`src/rtl/pwrup_pkg.sv`:
```
`timescale 1ns/1ps
package pwrup_pkg;

    // Enable steps, in the order they are switched on.
    localparam int unsigned NUM_EN    = 4;
    localparam int unsigned EN_SUPPLY = 0;

    typedef enum logic [3:0] {
        ST_IDLE,
        ST_ENABLE,
        ST_UNWIND,
        ST_PWRUP,
        ST_SETTLE,
        ST_EPRST,
        ST_LOCK,
        ST_DONE,
        ST_FAILED
    } seq_state_e;

endpackage

```
`src/rtl/pwrup_timer.sv`:
```
`timescale 1ns/1ps
// Loadable down-counter. After a load of N, expire is high during the
// N-th cycle, so a state that loads it on entry lasts exactly N cycles.
module pwrup_timer #(
    parameter int unsigned W = 8
) (
    input  logic         clk,
    input  logic         rst_n,
    input  logic         load,
    input  logic [W-1:0] load_val,
    output logic         expire
);

    logic [W-1:0] cnt_d, cnt_q;

    always_comb begin
        cnt_d = cnt_q;
        if (load) begin
            cnt_d = load_val;
        end else if (cnt_q != '0) begin
            cnt_d = cnt_q - 1'b1;
        end
    end

    always_ff @(posedge clk or negedge rst_n) begin
        if (!rst_n) begin
            cnt_q <= '0;
        end else begin
            cnt_q <= cnt_d;
        end
    end

    assign expire = (cnt_q == W'(1));

    // every timed wait relies on a steady one-per-cycle countdown
    p_timer_step_r3: assert property (@(posedge clk) disable iff (!rst_n)
        (!load && cnt_q != '0) |=> (cnt_q == $past(cnt_q) - 1'b1));

endmodule

```
`src/rtl/pwrup_poll_ctr.sv`:
```
`timescale 1ns/1ps
// Counts PLL lock samples; last is high on the final allowed sample.
module pwrup_poll_ctr #(
    parameter int unsigned MAX = 4,
    parameter int unsigned W   = $clog2(MAX + 1)
) (
    input  logic clk,
    input  logic rst_n,
    input  logic clr,
    input  logic step,
    output logic last
);

    logic [W-1:0] cnt_d, cnt_q;

    always_comb begin
        cnt_d = cnt_q;
        if (clr) begin
            cnt_d = '0;
        end else if (step) begin
            cnt_d = cnt_q + 1'b1;
        end
    end

    always_ff @(posedge clk or negedge rst_n) begin
        if (!rst_n) begin
            cnt_q <= '0;
        end else begin
            cnt_q <= cnt_d;
        end
    end

    assign last = (cnt_q == W'(MAX - 1));

    // the sample count never runs past the allowed number of polls
    p_poll_bound_r7: assert property (@(posedge clk) disable iff (!rst_n)
        cnt_q <= W'(MAX - 1));

endmodule

```
`src/rtl/pwrup_seq.sv`:
```
`timescale 1ns/1ps
module pwrup_seq
    import pwrup_pkg::*;
#(
    parameter int unsigned REF_DLY    = 1000,
    parameter int unsigned SETTLE_DLY = 20000,
    parameter int unsigned PERST_DLY  = 10000000,
    parameter int unsigned POLL_GAP   = 5000,
    parameter int unsigned POLL_MAX   = 2000
) (
    input  logic                 clk,
    input  logic                 rst_n,
    input  logic                 start,
    input  logic                 pwr_down,
    input  logic                 rst_act_high,
    input  logic [NUM_EN-1:0]    step_fail,
    input  logic                 pll_locked,
    output logic                 supply_en,
    output logic [NUM_EN-2:0]    clk_en,
    output logic                 phy_pd,
    output logic                 ref_clk_en,
    output logic                 ep_rst,
    output logic                 phy_rst,
    output logic                 seq_done,
    output logic                 seq_err
);

    localparam int unsigned IW      = $clog2(NUM_EN);
    localparam int unsigned DLY_A   = (REF_DLY > SETTLE_DLY) ? REF_DLY : SETTLE_DLY;
    localparam int unsigned DLY_B   = (PERST_DLY > POLL_GAP) ? PERST_DLY : POLL_GAP;
    localparam int unsigned DLY_MAX = (DLY_A > DLY_B) ? DLY_A : DLY_B;
    localparam int unsigned TW      = $clog2(DLY_MAX + 1);
    localparam logic [IW-1:0] LAST_IDX = IW'(NUM_EN - 1);

    typedef struct packed {
        seq_state_e          st;
        logic [IW-1:0]       idx;
        logic [NUM_EN-1:0]   en;
        logic                phy_pd;
        logic                ref_en;
        logic                ep_assert;
        logic                phy_rst;
        logic                done;
        logic                err;
    } seq_regs_t;

    localparam seq_regs_t SEQ_REST = '{
        st:        ST_IDLE,
        idx:       '0,
        en:        '0,
        phy_pd:    1'b1,
        ref_en:    1'b0,
        ep_assert: 1'b0,
        phy_rst:   1'b1,
        done:      1'b0,
        err:       1'b0
    };

    seq_regs_t      r_d, r_q;
    logic           tmr_load;
    logic [TW-1:0]  tmr_val;
    logic           tmr_expire;
    logic           poll_clr;
    logic           poll_step;
    logic           poll_last;
    logic [IW-1:0]  idx_up;

    assign idx_up = r_q.idx + 1'b1;

    pwrup_timer #(.W(TW)) u_timer (
        .clk      (clk),
        .rst_n    (rst_n),
        .load     (tmr_load),
        .load_val (tmr_val),
        .expire   (tmr_expire)
    );

    pwrup_poll_ctr #(.MAX(POLL_MAX)) u_poll (
        .clk   (clk),
        .rst_n (rst_n),
        .clr   (poll_clr),
        .step  (poll_step),
        .last  (poll_last)
    );

    always_comb begin
        r_d       = r_q;
        tmr_load  = 1'b0;
        tmr_val   = '0;
        poll_clr  = 1'b0;
        poll_step = 1'b0;
        if (pwr_down) begin
            r_d = SEQ_REST;
        end else begin
            unique case (r_q.st)
                ST_IDLE, ST_FAILED: begin
                    if (start) begin
                        r_d               = SEQ_REST;
                        r_d.st            = ST_ENABLE;
                        r_d.en[EN_SUPPLY] = 1'b1;
                    end
                end
                ST_ENABLE: begin
                    if (step_fail[r_q.idx]) begin
                        r_d.st = ST_UNWIND;
                    end else if (r_q.idx == LAST_IDX) begin
                        r_d.st     = ST_PWRUP;
                        r_d.phy_pd = 1'b0;
                        tmr_load   = 1'b1;
                        tmr_val    = TW'(REF_DLY);
                    end else begin
                        r_d.idx        = idx_up;
                        r_d.en[idx_up] = 1'b1;
                    end
                end
                ST_UNWIND: begin
                    r_d.en[r_q.idx] = 1'b0;
                    if (r_q.idx == '0) begin
                        r_d.st  = ST_FAILED;
                        r_d.err = 1'b1;
                    end else begin
                        r_d.idx = r_q.idx - 1'b1;
                    end
                end
                ST_PWRUP: begin
                    if (tmr_expire) begin
                        r_d.st     = ST_SETTLE;
                        r_d.ref_en = 1'b1;
                        tmr_load   = 1'b1;
                        tmr_val    = TW'(SETTLE_DLY);
                    end
                end
                ST_SETTLE: begin
                    if (tmr_expire) begin
                        r_d.st        = ST_EPRST;
                        r_d.ep_assert = 1'b1;
                        tmr_load      = 1'b1;
                        tmr_val       = TW'(PERST_DLY);
                    end
                end
                ST_EPRST: begin
                    if (tmr_expire) begin
                        r_d.st        = ST_LOCK;
                        r_d.ep_assert = 1'b0;
                        r_d.phy_rst   = 1'b0;
                        tmr_load      = 1'b1;
                        tmr_val       = TW'(POLL_GAP);
                        poll_clr      = 1'b1;
                    end
                end
                ST_LOCK: begin
                    if (tmr_expire) begin
                        if (pll_locked) begin
                            r_d.st   = ST_DONE;
                            r_d.done = 1'b1;
                        end else if (poll_last) begin
                            r_d.st  = ST_FAILED;
                            r_d.err = 1'b1;
                        end else begin
                            tmr_load  = 1'b1;
                            tmr_val   = TW'(POLL_GAP);
                            poll_step = 1'b1;
                        end
                    end
                end
                ST_DONE: begin
                    r_d = r_q;
                end
                default: r_d = SEQ_REST;
            endcase
        end
    end

    always_ff @(posedge clk or negedge rst_n) begin
        if (!rst_n) begin
            r_q <= SEQ_REST;
        end else begin
            r_q <= r_d;
        end
    end

    assign supply_en  = r_q.en[EN_SUPPLY];
    assign clk_en     = r_q.en[NUM_EN-1:1];
    assign phy_pd     = r_q.phy_pd;
    assign ref_clk_en = r_q.ref_en;
    assign ep_rst     = r_q.ep_assert ? rst_act_high : ~rst_act_high;
    assign phy_rst    = r_q.phy_rst;
    assign seq_done   = r_q.done;
    assign seq_err    = r_q.err;

    // no clock is ever on without the supply
    p_clk_needs_supply_r2: assert property (@(posedge clk) disable iff (!rst_n)
        (|clk_en) |-> supply_en);

    // each enable only rises once its predecessor is already on
    for (genvar g = 1; g < NUM_EN; g++) begin : g_order
        p_en_order_r2: assert property (@(posedge clk) disable iff (!rst_n)
            $rose(r_q.en[g]) |-> r_q.en[g-1]);
    end

    // reference clock only runs with the PHY powered up
    p_ref_after_pd_r3: assert property (@(posedge clk) disable iff (!rst_n)
        ref_clk_en |-> !phy_pd);

    // the PHY reset is held for as long as the external reset is active
    p_ep_before_phy_r5: assert property (@(posedge clk) disable iff (!rst_n)
        r_q.ep_assert |-> phy_rst);

    // completion requires that the lock flag was seen
    p_done_needs_lock_r6: assert property (@(posedge clk) disable iff (!rst_n)
        $rose(seq_done) |-> $past(pll_locked));

    // done and error never coexist
    p_done_err_excl_r7: assert property (@(posedge clk) disable iff (!rst_n)
        !(seq_done && seq_err));

    // unwinding drops exactly one enable per cycle
    p_unwind_step_r8: assert property (@(posedge clk) disable iff (!rst_n)
        (r_q.st == ST_UNWIND && !pwr_down)
        |=> ($countones(r_q.en) + 1 == $past($countones(r_q.en))));

    // power-down request brings the rest state next cycle
    p_pwr_down_r9: assert property (@(posedge clk) disable iff (!rst_n)
        pwr_down |=> (!supply_en && phy_pd && !ref_clk_en && phy_rst && !seq_done));

endmodule

```
`config.mk`:
```
export PLATFORM = sky130hd
export DESIGN_NAME = pwrup_seq
export DESIGN_NICKNAME = d
export VERILOG_FILES = /design/src/rtl/pwrup_pkg.sv /design/src/rtl/pwrup_timer.sv /design/src/rtl/pwrup_poll_ctr.sv /design/src/rtl/pwrup_seq.sv
export SDC_FILE = /design/constraint.sdc
export NUM_CORES = 1
export LEC_CHECK = 0
export ABC_AREA = 1
export BUFFER_PORTS_ARGS = -buffer_cell sky130_fd_sc_hd__buf_2
export CORE_MARGIN = 1
export CORE_UTILIZATION = 56
export CTS_CLUSTER_SIZE = 16
export DETAILED_ROUTE_END_ITERATION = 8
export GPL_ROUTABILITY_DRIVEN = 0
export MAX_ROUTING_LAYER = met4
export PLACE_DENSITY = 0.77
export SLEW_MARGIN = 20
export SYNTH_ARGS = -nofsm -noshare
export SYNTH_HDL_FRONTEND = slang
export SYNTH_SLANG_ARGS = --single-unit
```
`constraint.sdc`:
```
create_clock -name clk -period 1.7 [get_ports clk]
set_input_delay 0.34 -clock clk [delete_from_list [all_inputs] [get_ports clk]]
set_output_delay 0.34 -clock clk [all_outputs]
set_load 0.02 [all_outputs]
```
==> impl_metrics.tcl, run 1 <==
set metrics [dict create \
    syn_area_mm2 0.00365 \
    crit_fanout 5 \
    dieArea_mm2 0.00684 \
    dr_total_vias 3708 \
    vdd_drop_max_uv 1200 \
    die_y_um 82.7 \
    ys_seq_elements 51 \
    power_density_mw_per_mm2 1310 \
    clk_latency_ns 0.31 \
    synth_top_area_frac 0.336 \
    fill_cells 410 \
    clock_sinks 51 \
    rsz0062_at_grt "true" \
    cts-htree-levels 2 \
    fin_crit_ns 1.84 \
    worst_slew_pin_slew_ns 0.476 \
    p_total_mw 6.36 \
    drt-pass1-iter-count 4 \
    placeableCoreArea_mm2 0.00631 \
    drc 0 \
    cp-start-kind "register" \
    cts.reportedPaths.clkPinSlew_ns 0.10 \
    yosys.area.top_type "dfrtp_1" \
    antenna_found_initial 0 \
    place_area_mm2 0.00420 \
    final-seq-area_mm2 0.00129 \
    areaGrowthSynthToFinish_pct 33.4 \
    finClkSkew_ns 0.0117 \
    ant_nets 0 \
    diodes 0 \
    hpwl_mm 6.88 \
    detail_route.wl_per_cell_um 15.2 \
    grt_max_degree 26 \
    worst_slack_ns -0.137 \
    layout_common_cells "nand2_1 (88), buf_4 (66), nor2_1 (55), dfrtp_1 (42), inv_1 (41)" \
    cp-end-kind "register" \
    multi_input_area_mm2 0.00244 \
    start_util 0.577 \
    syn_nets 511 \
    rows 29 \
    final_common_cell "nand2_1" \
    synthFlopType "dfrtp_1" \
    worstPathArrival_ns 2.04 \
    numCtsBuffers 5 \
    failed_checks "setup timing" \
    hp-class "reg -> reg" \
    via_per_inst 5.58 \
    synth.area.top_cells "dfrtp_1 (34%), nand2_1 (10%), nor2_1 (7.8%), inv_1 (4.7%), nand3_1 (3.8%)" \
    drt_iter0_markers 282 \
    max_slew_margin 0.682 \
    fin_crit_sh 1.08 \
    avgSynthCellArea_um2 7.44 \
    port_buffers 19 \
    netlist_instances 490 \
    wirelength_mm 10.1 \
    critPathKind "reg -> reg" \
    grtUsageTotal 0.297 \
    outcome "finished with violations" \
    seq_area_frac_synth 0.351 \
    cap_violations 0 \
    io_pins 20 \
    grt_pass1_wl_mm 15.0 \
    synth_edf_count 0 \
    slew_viol_final 0 \
    grt_pass1_vias 3340 \
    fin_nets 607 \
    dp_slack_ns -0.170 \
    die_w_um 82.7 \
    fmax_mhz 544 \
    final_layout_size_suffix_gt1_frac 0.409 \
    yosysWarnings 0 \
    synthDistinctLibCells 40 \
    cts_root_buffer "clkbuf_8" \
    ctsLongestPathBuffers 2 \
    finalHoldViolations 0 \
    grt_overflow 0 \
    synthArstFlopShare 1.00 \
    cts_tree "done" \
    p_leak_nw 2.40 \
    setup_viol 21 \
    design_area_mm2 0.00486 \
    cp.required_ns 1.90 \
]
## kinds of logic (layout without fill, tap and decap cells)
group           Yosys count  count (layout)  share of synthesized area
compound gates           63              63                     0.0978
xor+xnor                 22              22                     0.0528
fa+ha+maj                11              11                     0.0377
buf+inv                  65             160                     0.0782
flops                    51              51                      0.351
simple gates            278             280                      0.383
## worst paths after layout
kind | slack, ns | to | from | cells past startpoint
hold reg to reg | 0.47 | phy_pd | phy_pd | 2
setup reg to reg | -0.14 | u_timer.cnt_q[7] | u_timer.cnt_q[6] | 12
max in group asynchronous | 0.60 | r_q[14] | rst_n | 3
setup / recovery | -0.14 | u_timer.cnt_q[7] | u_timer.cnt_q[6] | 12
min in group asynchronous | 0.51 | u_timer.cnt_q[4] | rst_n | 2
hold / removal | 0.47 | phy_pd | phy_pd | 2
## registers in the layout (all words and copies together), names as in the netlist
register and flops:
clk_en 3, phy_pd 1, phy_rst 1, r_q 7, ref_clk_en 1, seq_done 1
seq_err 1, supply_en 1, u_poll.cnt_q 11, u_timer.cnt_q 24
## report_power, final
group          internal (mW)  total, mW  switching, mW
clock                  0.289      0.701          0.412
combinational           1.62       3.64           2.02
sequential              1.60       2.02          0.420
## worst max-delay path: stages (launching register included)
cell and delay (ns):
dfrtp_1 0.43, nor2_2 0.19, nand2_2 0.15, nor2_8 0.16, nand2_4 0.08, nor2_8 0.13
nand2_4 0.08, nand2_8 0.11, nand2_8 0.10, nand2_1 0.09, nand2_1 0.06, nand2_1 0.09
nand2_1 0.07
## per-stage QoR
step                      std cells   util  hold slack [ns]  TNS [ns]
after detailed placement        631  0.665            0.313     -1.50
after CTS                       645  0.699            0.455  -0.00312
after global routing            664  0.770            0.502     -4.10
after global placement          631  0.665            0.307    -0.292
final                           664  0.770            0.473    -0.555
after floorplan                 490      -           0.0444         0
## what timing repair did
item / 4_1_cts / 5_1_grt
resized for setup: 24 / 94
pin swaps: 4 / 20
hold buffers: 1 / 0
gates cloned: 1 / 2
setup buffers: 4 / 17
endpoints found under the hold margin: 15 / 0
endpoints found under the setup margin: 36 / 50
## metal layers
metal  track usage  wire, µm
met1         0.344      4190
met2         0.509      5270
met3        0.0473       333
met4         0.128       316
met5             -         0
## area by class of cell
cell class	instances	share of cell area
clock buffers	6	0.0149
inverters	56	0.0458
multi-input cells	376	0.502
flip-flops and latches	51	0.265
repair buffers	96	0.150
clock inverters	2	0.00257
well taps	77	0.0198
## Yosys cell counts (3+ instances only)
library cell and number:
nand3b_1 4, o21ai_0 22, nor3_1 17, dfrtp_1 49, buf_6 3, nand2_4 3, xor2_1 13, nor2_2 6
nand2_2 17, xnor2_1 9, nand2_1 100, nand4_1 10, a21oi_1 21, inv_1 46, a21oi_2 3, nor2_8 3
inv_2 7, nand3_1 28, ha_1 11, buf_4 3, nor2_1 76, o21ai_1 9, nor2_4 7
Power figures use the tool's default switching activity.
==> run 2: changes to the inputs <==
Settings changed: CORE_UTILIZATION 56 to 58, CTS_BUF_LIST set to sky130_fd_sc_hd__clkbuf_4 sky130_fd_sc_hd__clkbuf_8, PLACE_DENSITY 0.77 to 0.79.
==> run 2 against run 1 <==
Against the previous run:
- the flow still finishes with violations (setup timing)
- sequential share of layout area is 2.0 points lower
- worst setup slack got worse by 0.14 ns
- sequential power is 2% higher
- count of clock-buffer cells in the layout rose by 1
- die area decreased by 3.4%
- hold slack worse by 0.016 ns
- critical endpoint is now u_timer.cnt_q[10]
- clock skew fell by 0.0028 ns
- clock power rose by 17%
- register-to-register slack worse by 0.14 ns
==> impl_metrics.tcl, run 2 (synthesis results as in run 1) <==
set metrics [dict create \
    outcome "finished with violations" \
    failed_checks "setup timing" \
    grt_overflow 0 \
    stdcell_count 682 \
    via_per_inst 6.35 \
    hp-class "in -> async" \
    p_total_mw 7.20 \
    dieArea_mm2 0.00661 \
    drt-pass1-iter-count 6 \
    power_density_mw_per_mm2 1370 \
    areaGrowthSynthToFinish_pct 44.4 \
    hpwl_mm 6.61 \
    critPathKind "reg -> reg" \
    crit_fanout 4 \
    largest_reg_flops 24 \
    fill_cells 243 \
    finClkSkew_ns 0.00892 \
    dp.cells 627 \
    setup_viol 40 \
    ant_nets 0 \
    detail_route.wl_per_cell_um 20.6 \
    r2r-end "u_timer.cnt_q[10]" \
    grt_max_degree 27 \
    wirelength_mm 14.0 \
    cts_tree "done" \
    cp-start-kind "register" \
    rows 28 \
    max_slew_margin 0.741 \
    die_y_um 81.3 \
    finalHoldViolations 0 \
    ctsLongestPathBuffers 2 \
    cp.required_ns 1.92 \
    worstReg2RegStart "u_timer.cnt_q[10]" \
    antenna_found_initial 0 \
    slew_viol_final 0 \
    die_w_um 81.3 \
    fin_crit_ns 1.97 \
    worstPathArrival_ns 2.19 \
    io_pins 20 \
    top_regs "u_timer.cnt_q x24, u_poll.cnt_q x11, r_q x7" \
    cts.reportedPaths.clkPinSlew_ns 0.11 \
    dr_total_vias 4328 \
    port_buffers 19 \
    clock_sinks 51 \
    cts_root_buffer "clkbuf_8" \
    grt_pass1_wl_mm 16.2 \
    fmax_mhz 507 \
    drt_iter0_markers 521 \
    numCtsBuffers 5 \
    p_leak_nw 2.55 \
    fin_nets 627 \
    r2r_slack_ns -0.27 \
    worst_slack_ns -0.273 \
    grt_pass1_vias 3625 \
    grtUsageTotal 0.330 \
    rsz0062_at_grt "true" \
    fin_crit_sh 1.16 \
    layout_common_cells "nand2_1 (78), buf_4 (78), nor2_1 (53), dfrtp_1 (41), inv_1 (33)" \
    vdd_drop_max_uv 1110 \
    final_layout_size_suffix_gt1_frac 0.470 \
    clk_latency_ns 0.32 \
    ff2ff_path_depth 7 \
    final-seq-area_mm2 0.00129 \
    cp-end-kind "register" \
    diodes 0 \
    multi_input_area_mm2 0.00256 \
    drc 0 \
    cap_violations 0 \
    placeableCoreArea_mm2 0.00599 \
    worst_slew_pin_slew_ns 0.386 \
    start_util 0.609 \
    cts-htree-levels 2 \
    top_register "u_timer.cnt_q" \
]
run 2: cell types whose count changed in the layout (fill, tap and decap cells not counted), moves of 4 or more:
| cell | delta |
|---|---|
| inv_2 | +9 |
| buf_4 | +12 |
| nand2_2 | +4 |
| inv_1 | -8 |
| nand2_1 | -10 |
| buf_12 | +4 |
run 2: worst max-delay path: stages (launching register included):
cell	delay, ns
dfrtp_1	0.49
nor2_4	0.18
nand2_4	0.10
nor2_4	0.16
nand3_4	0.14
nor2_1	0.27
o21ai_0	0.21
a21oi_2	0.31
run 2: final cells by class:
class                      count  share of cell area
clock buffer                   7              0.0171
clock inverter                 1            0.000951
inverter                      56              0.0423
multi-input combinational    375               0.487
sequential                    51               0.245
tap                           75              0.0178
timing repair buffer         117               0.190
run 2: power breakdown:
part | internal (mW) | leakage [nW] | total (mW) | switching, mW
combinational | 1.85 | 1.89 | 4.33 | 2.47
sequential | 1.60 | 0.610 | 2.06 | 0.459
clock | 0.347 | 0.0517 | 0.817 | 0.470
total | 3.80 | 2.55 | 7.20 | 3.40
run 2: repair_timing:
action / in CTS / in global routing
gates resized for setup: 41 / 121
hold endpoints to repair: 11 / 0
pin swaps: 13 / 42
cloned: 0 / 4
setup endpoints to repair: 37 / 47
hold buffers: 1 / 0
setup buffers: 19 / 24
run 2: routing by layer:
layer	routed length, µm	GRT usage	share of wire
met1	4790	0.347	0.34
met2	6650	0.574	0.47
met5	0	-	0
met4	1200	0.175	0.086
met3	1390	0.0697	0.099
run 2: how the worst max path moves through the flow:
stage | start | to | cells past startpoint
floorplan | u_poll.cnt_q[0] | u_timer.cnt_q[3] | 11
global placement | u_poll.cnt_q[1] | u_timer.cnt_q[7] | 10
detailed placement | u_poll.cnt_q[1] | u_timer.cnt_q[7] | 10
CTS | r_q[14] | u_timer.cnt_q[6] | 12
global route | u_timer.cnt_q[9] | u_timer.cnt_q[23] | 10
finish | u_timer.cnt_q[10] | u_timer.cnt_q[10] | 7
run 2: through the flow:
stage          utilization  hold WS (ns)  setup TNS (ns)  cell area, µm²  setup slack (ns)
3_3_place_gp         0.702         0.263          -0.443            4210            -0.113
4_1_cts              0.764         0.474         -0.0512            4580           -0.0210
2_1_floorplan            -        0.0444               0            3650            0.0679
6_report             0.879         0.457           -4.77            5260            -0.273
5_1_grt              0.879         0.496           -9.94            5260            -0.504
3_5_place_dp         0.702         0.268           -1.52            4210            -0.130
==> run 3: changes to the inputs <==
Settings changed: ABC_AREA 1 to 0, CORE_UTILIZATION 58 to 57, PLACE_DENSITY 0.79 to 0.78.
==> run 3 against run 2 <==
Against the previous run:
- the run now fails in 5_1_grt
- area after synthesis is 7.6% lower
- synthesized cell count is 20% lower
==> impl_metrics.tcl, run 3 <==
set metrics [dict create \
    outcome "did not finish" \
    lastStage "5_1_grt" \
    stop_error "[ERROR GRT-0232] Routing congestion too high. Check the congestion heatmap in the GUI." \
    synth_top_area_frac 0.364 \
    io_pins 20 \
    yosysWarnings 0 \
    synth.area.top_cells "dfrtp_1 (36%), nor2_1 (5.9%), xnor2_1 (5.2%), ha_1 (4.1%), nand2_1 (3.8%)" \
    port_buffers 19 \
    grt_max_degree 24 \
    synth_most_common_cell "nor2_1" \
    rows 27 \
    synthFlopType "dfrtp_1" \
    die_w_um 78.9 \
    crit_endpoint "u_timer.cnt_q[17]$_DFFE_PN0P_/D" \
    syn_area_mm2 0.00337 \
    netlist_top_cells_count "nor2_1 (53), dfrtp_1 (49), nand2_1 (34)" \
    avgSynthCellArea_um2 8.55 \
    synthArstFlopShare 1.00 \
    grtUsageTotal 0.719 \
    worstEpCategory "register data pin" \
    synth_edf_count 0 \
    grt_overflow 1 \
    syn_nets 415 \
    yosys.area.top_type "dfrtp_1" \
    ctsLongestPathBuffers 2 \
    seq_area_frac_synth 0.380 \
    clock_sinks 51 \
    hpwl_mm 7.49 \
    ys_seq_elements 51 \
    die_y_um 78.9 \
    synthDistinctLibCells 66 \
    start_util 0.601 \
    numCtsBuffers 5 \
    cts-htree-levels 2 \
    cts_hold_buf 0 \
    netlist_instances 394 \
    cts_root_buffer "clkbuf_8" \
]
[run 3: metal layers]
layer | GRT usage | GRT overflow
met5 | - | -
met4 | 0.622 | 1
met3 | 0.538 | 0
met2 | 0.877 | 0
met1 | 0.741 | 0
[run 3: logic make-up after synthesis]
kind of cell               count (synthesis)  synth area share
muxes                                      5            0.0193
DFF                                       51             0.380
buffers and inverters                     35            0.0457
xor gates and xnor gates                  31            0.0806
adders and majority gates                 11            0.0408
and+or+nand+nor                          174             0.263
AOI/OAI and AO/OA                         87             0.171
[run 3: what timing repair did]
item,in CTS
pin swaps,13
setup endpoints to repair,50
hold endpoints to repair,0
setup buffers,13
cloned,3
gates resized for setup,55
[run 3: metrics by stage]
step	worst slack, ns	std cells	area (µm²)	util	hold slack, ns
floorplan	-0.748	394	3480	-	0.0444
global placement	-0.693	587	4490	0.801	0.335
detailed placement	-0.724	587	4490	0.801	0.343
CTS	-0.700	609	4960	0.885	0.00936
==> run 4: changes to the inputs <==
Settings changed: CORE_UTILIZATION 57 to 40, CTS_BUF_LIST sky130_fd_sc_hd__clkbuf_4 sky130_fd_sc_hd__clkbuf_8 to unset, CTS_CLUSTER_SIZE 16 to unset, MAX_ROUTING_LAYER met4 to unset, PLACE_DENSITY 0.78 to unset, PLACE_DENSITY_LB_ADDON set to 0.15.
Clock period 1.7 ns to 2.2 ns, I/O delays scaled along.
==> run 4 against run 3 <==
Against the previous run:
- the flow now finishes, with violations (setup timing)
- area after synthesis stayed put
- synthesized cell count stayed put
==> impl_metrics.tcl, run 4 <==
set metrics [dict create \
    outcome "finished with violations" \
    failed_checks "setup timing" \
    slew_viol_final 0 \
    drt-pass1-iter-count 4 \
    switching_share 0.401 \
    internal_power_mw 2.24 \
    cts.reportedPaths.clkPinSlew_ns 0.11 \
    power_frac_comb 0.497 \
    numCtsBuffers 5 \
    synthArstFlopShare 1.00 \
    dp.cells 575 \
    synthXorXnorAreaFrac 0.0806 \
    clock_sinks 51 \
    fin_nets 500 \
    hpwl_mm 7.02 \
    seq_area_frac_synth 0.380 \
    cp-end-kind "register" \
    diodes 0 \
    grt_pass1_vias 3297 \
    synth_fa_ha_area_frac 0.0408 \
    die_w_um 93.8 \
    die_y_um 93.8 \
    yosysWarnings 0 \
    p_leak_nw 1.96 \
    synthFlopType "dfrtp_1" \
    netlist_top_cells_count "nor2_1 (53), dfrtp_1 (49), nand2_1 (34)" \
    crit_fanout 5 \
    cts-htree-levels 2 \
    rows 33 \
    netlist_instances 394 \
    cts_tree "done" \
    cap_violations 0 \
    synth_most_common_cell "nor2_1" \
    pwr-share-clk 0.161 \
    net-switching-power_mw 1.50 \
    grt_overflow 0 \
    crit_chain "or4_4 -> or3_4 -> nor4b_4 -> nand2_2 -> a31oi_4 -> mux2_4" \
    syn_area_mm2 0.00337 \
    place_area_mm2 0.00421 \
    drt_iter0_markers 174 \
    grt_max_degree 52 \
    clk_latency_ns 0.31 \
    cts_hold_buf 0 \
    io_pins 20 \
    sequentialPowerShare 0.342 \
    synth-compound-area-share 0.171 \
    max_slew_margin 0.598 \
    rsz0062_at_grt "true" \
    slowest_delay_ns 0.53 \
    layout_common_cells "buf_4 (72), nor2_1 (51), dfrtp_1 (49), nand2_1 (32)" \
    setup_viol 43 \
    areaGrowthSynthToFinish_pct 31.6 \
    start_util 0.412 \
    fmax_mhz 414 \
    holdWs_ns 0.110 \
    finClkSkew_ns 0.0105 \
    final_common_cell "buf_4" \
    antenna_found_initial 0 \
    synth_top_family_by_area "simple AND/OR/NAND/NOR gates" \
    drc 0 \
    synth_edf_count 0 \
    grt_pass1_wl_mm 16.2 \
    dr_total_vias 3178 \
    cts_root_buffer "clkbuf_8" \
    p_total_mw 3.74 \
    worst_slack_ns -0.217 \
    avgSynthCellArea_um2 8.55 \
    cp.required_ns 2.40 \
    fin_crit_sh 1.10 \
    ant_nets 0 \
    worstPathArrival_ns 2.62 \
    synth.area.top_cells "dfrtp_1 (36%), nor2_1 (5.9%), xnor2_1 (5.2%), ha_1 (4.1%), nand2_1 (3.8%)" \
    ctsLongestPathBuffers 2 \
    via_per_inst 5.43 \
    vdd_drop_max_uv 452 \
    detail_route.wl_per_cell_um 16.1 \
    largest_reg_flops 24 \
    placeableCoreArea_mm2 0.00818 \
    worst_slew_pin_slew_ns 0.601 \
    ys_seq_elements 51 \
    final_layout_size_suffix_gt1_frac 0.323 \
    power_density_mw_per_mm2 844 \
    critPathKind "reg -> reg" \
    synth-simple-area-share 0.263 \
    grtUsageTotal 0.236 \
    wirelength_mm 9.45 \
    hp-class "in -> async" \
    synth_top_area_frac 0.364 \
    fin_crit_ns 2.42 \
    dieArea_mm2 0.00879 \
    stdcell_count 585 \
    syn_nets 415 \
    yosys.area.top_type "dfrtp_1" \
    tns_ns -4.75 \
    synthDistinctLibCells 66 \
    port_buffers 19 \
    synth.area.mux_share 0.0193 \
    top_regs "u_timer.cnt_q x24, u_poll.cnt_q x11, r_q x7" \
    finalHoldViolations 0 \
    top_register "u_timer.cnt_q" \
    cpMaxStageDelayCell "or4_4" \
    cp-start-kind "register" \
    design_area_mm2 0.00444 \
]
==> run 4: cell counts after synthesis <==
No cell type changed its count.
==> run 4: repair_timing <==
item	CTS	global route
setup buffers	2	1
setup endpoints to repair	44	44
gates cloned	0	0
pin swaps	0	8
gates resized for setup	11	16
==> run 4: metal layers <==
layer,global-route usage,share of wire,up-vias
met1,0.301,0.45,1529
met5,0,0,-
met2,0.411,0.49,73
met3,0.0299,0.036,13
met4,0.0769,0.017,0
li1,-,-,1563
==> run 4: cell type report <==
cell class              instances  area, µm²
multi-input cells             308       2100
fillers                       766       3740
clock inverters                 2       16.3
flip-flops and latches         51       1280
well taps                     105        131
clock buffers                   6       82.6
inverters                      12       47.5
repair buffers                101        783
==> run 4: kinds of logic (layout without fill, tap and decap cells) <==
group	Yosys count	count (layout)
simple gates	174	174
compound gates	87	87
flops	51	51
buf+inv	35	121
xor+xnor	31	31
fa+ha+maj	11	11
mux	5	5
==> run 4: path summary, 6_finish.rpt <==
path / start / end / slack (ns) / cells past startpoint
hold reg to reg: u_poll.cnt_q[9] / u_poll.cnt_q[9] / 0.50 / 1
hold / removal: rst_n / u_timer.cnt_q[17] / 0.11 / 2
setup reg to reg: u_timer.cnt_q[12] / r_q[15] / -0.22 / 6
max in group asynchronous: rst_n / phy_pd / 1.80 / 2
setup / recovery: u_timer.cnt_q[12] / r_q[15] / -0.22 / 6
min in group clk: u_poll.cnt_q[9] / u_poll.cnt_q[9] / 0.50 / 1
==> run 4: through the flow <==
step           utilization  setup WS (ns)
2_1_floorplan            -         -0.248
3_3_place_gp         0.515         -0.237
3_5_place_dp         0.515         -0.195
4_1_cts              0.535         -0.182
5_1_grt              0.543         -0.278
6_report             0.543         -0.217
==> run 4: power by group through the flow <==
stage | logic (mW) | registers, mW | clock network (mW)
after floorplan | 1.06 | 1.32 | 0
after global placement | 1.75 | 1.29 | 0
after detailed placement | 1.78 | 1.29 | 0
after CTS | 1.81 | 1.28 | 0.615
after global routing | 2.06 | 1.30 | 0.652
final | 1.86 | 1.28 | 0.602
==> run 4: critical path, delay by kind of cell (launching register included) <==
family           cells  cell delay (ns)
AO/OA/AOI/OAI        1             0.21
flip-flops           1             0.39
multiplexers         1             0.31
AND/OR/NAND/NOR      4             1.40
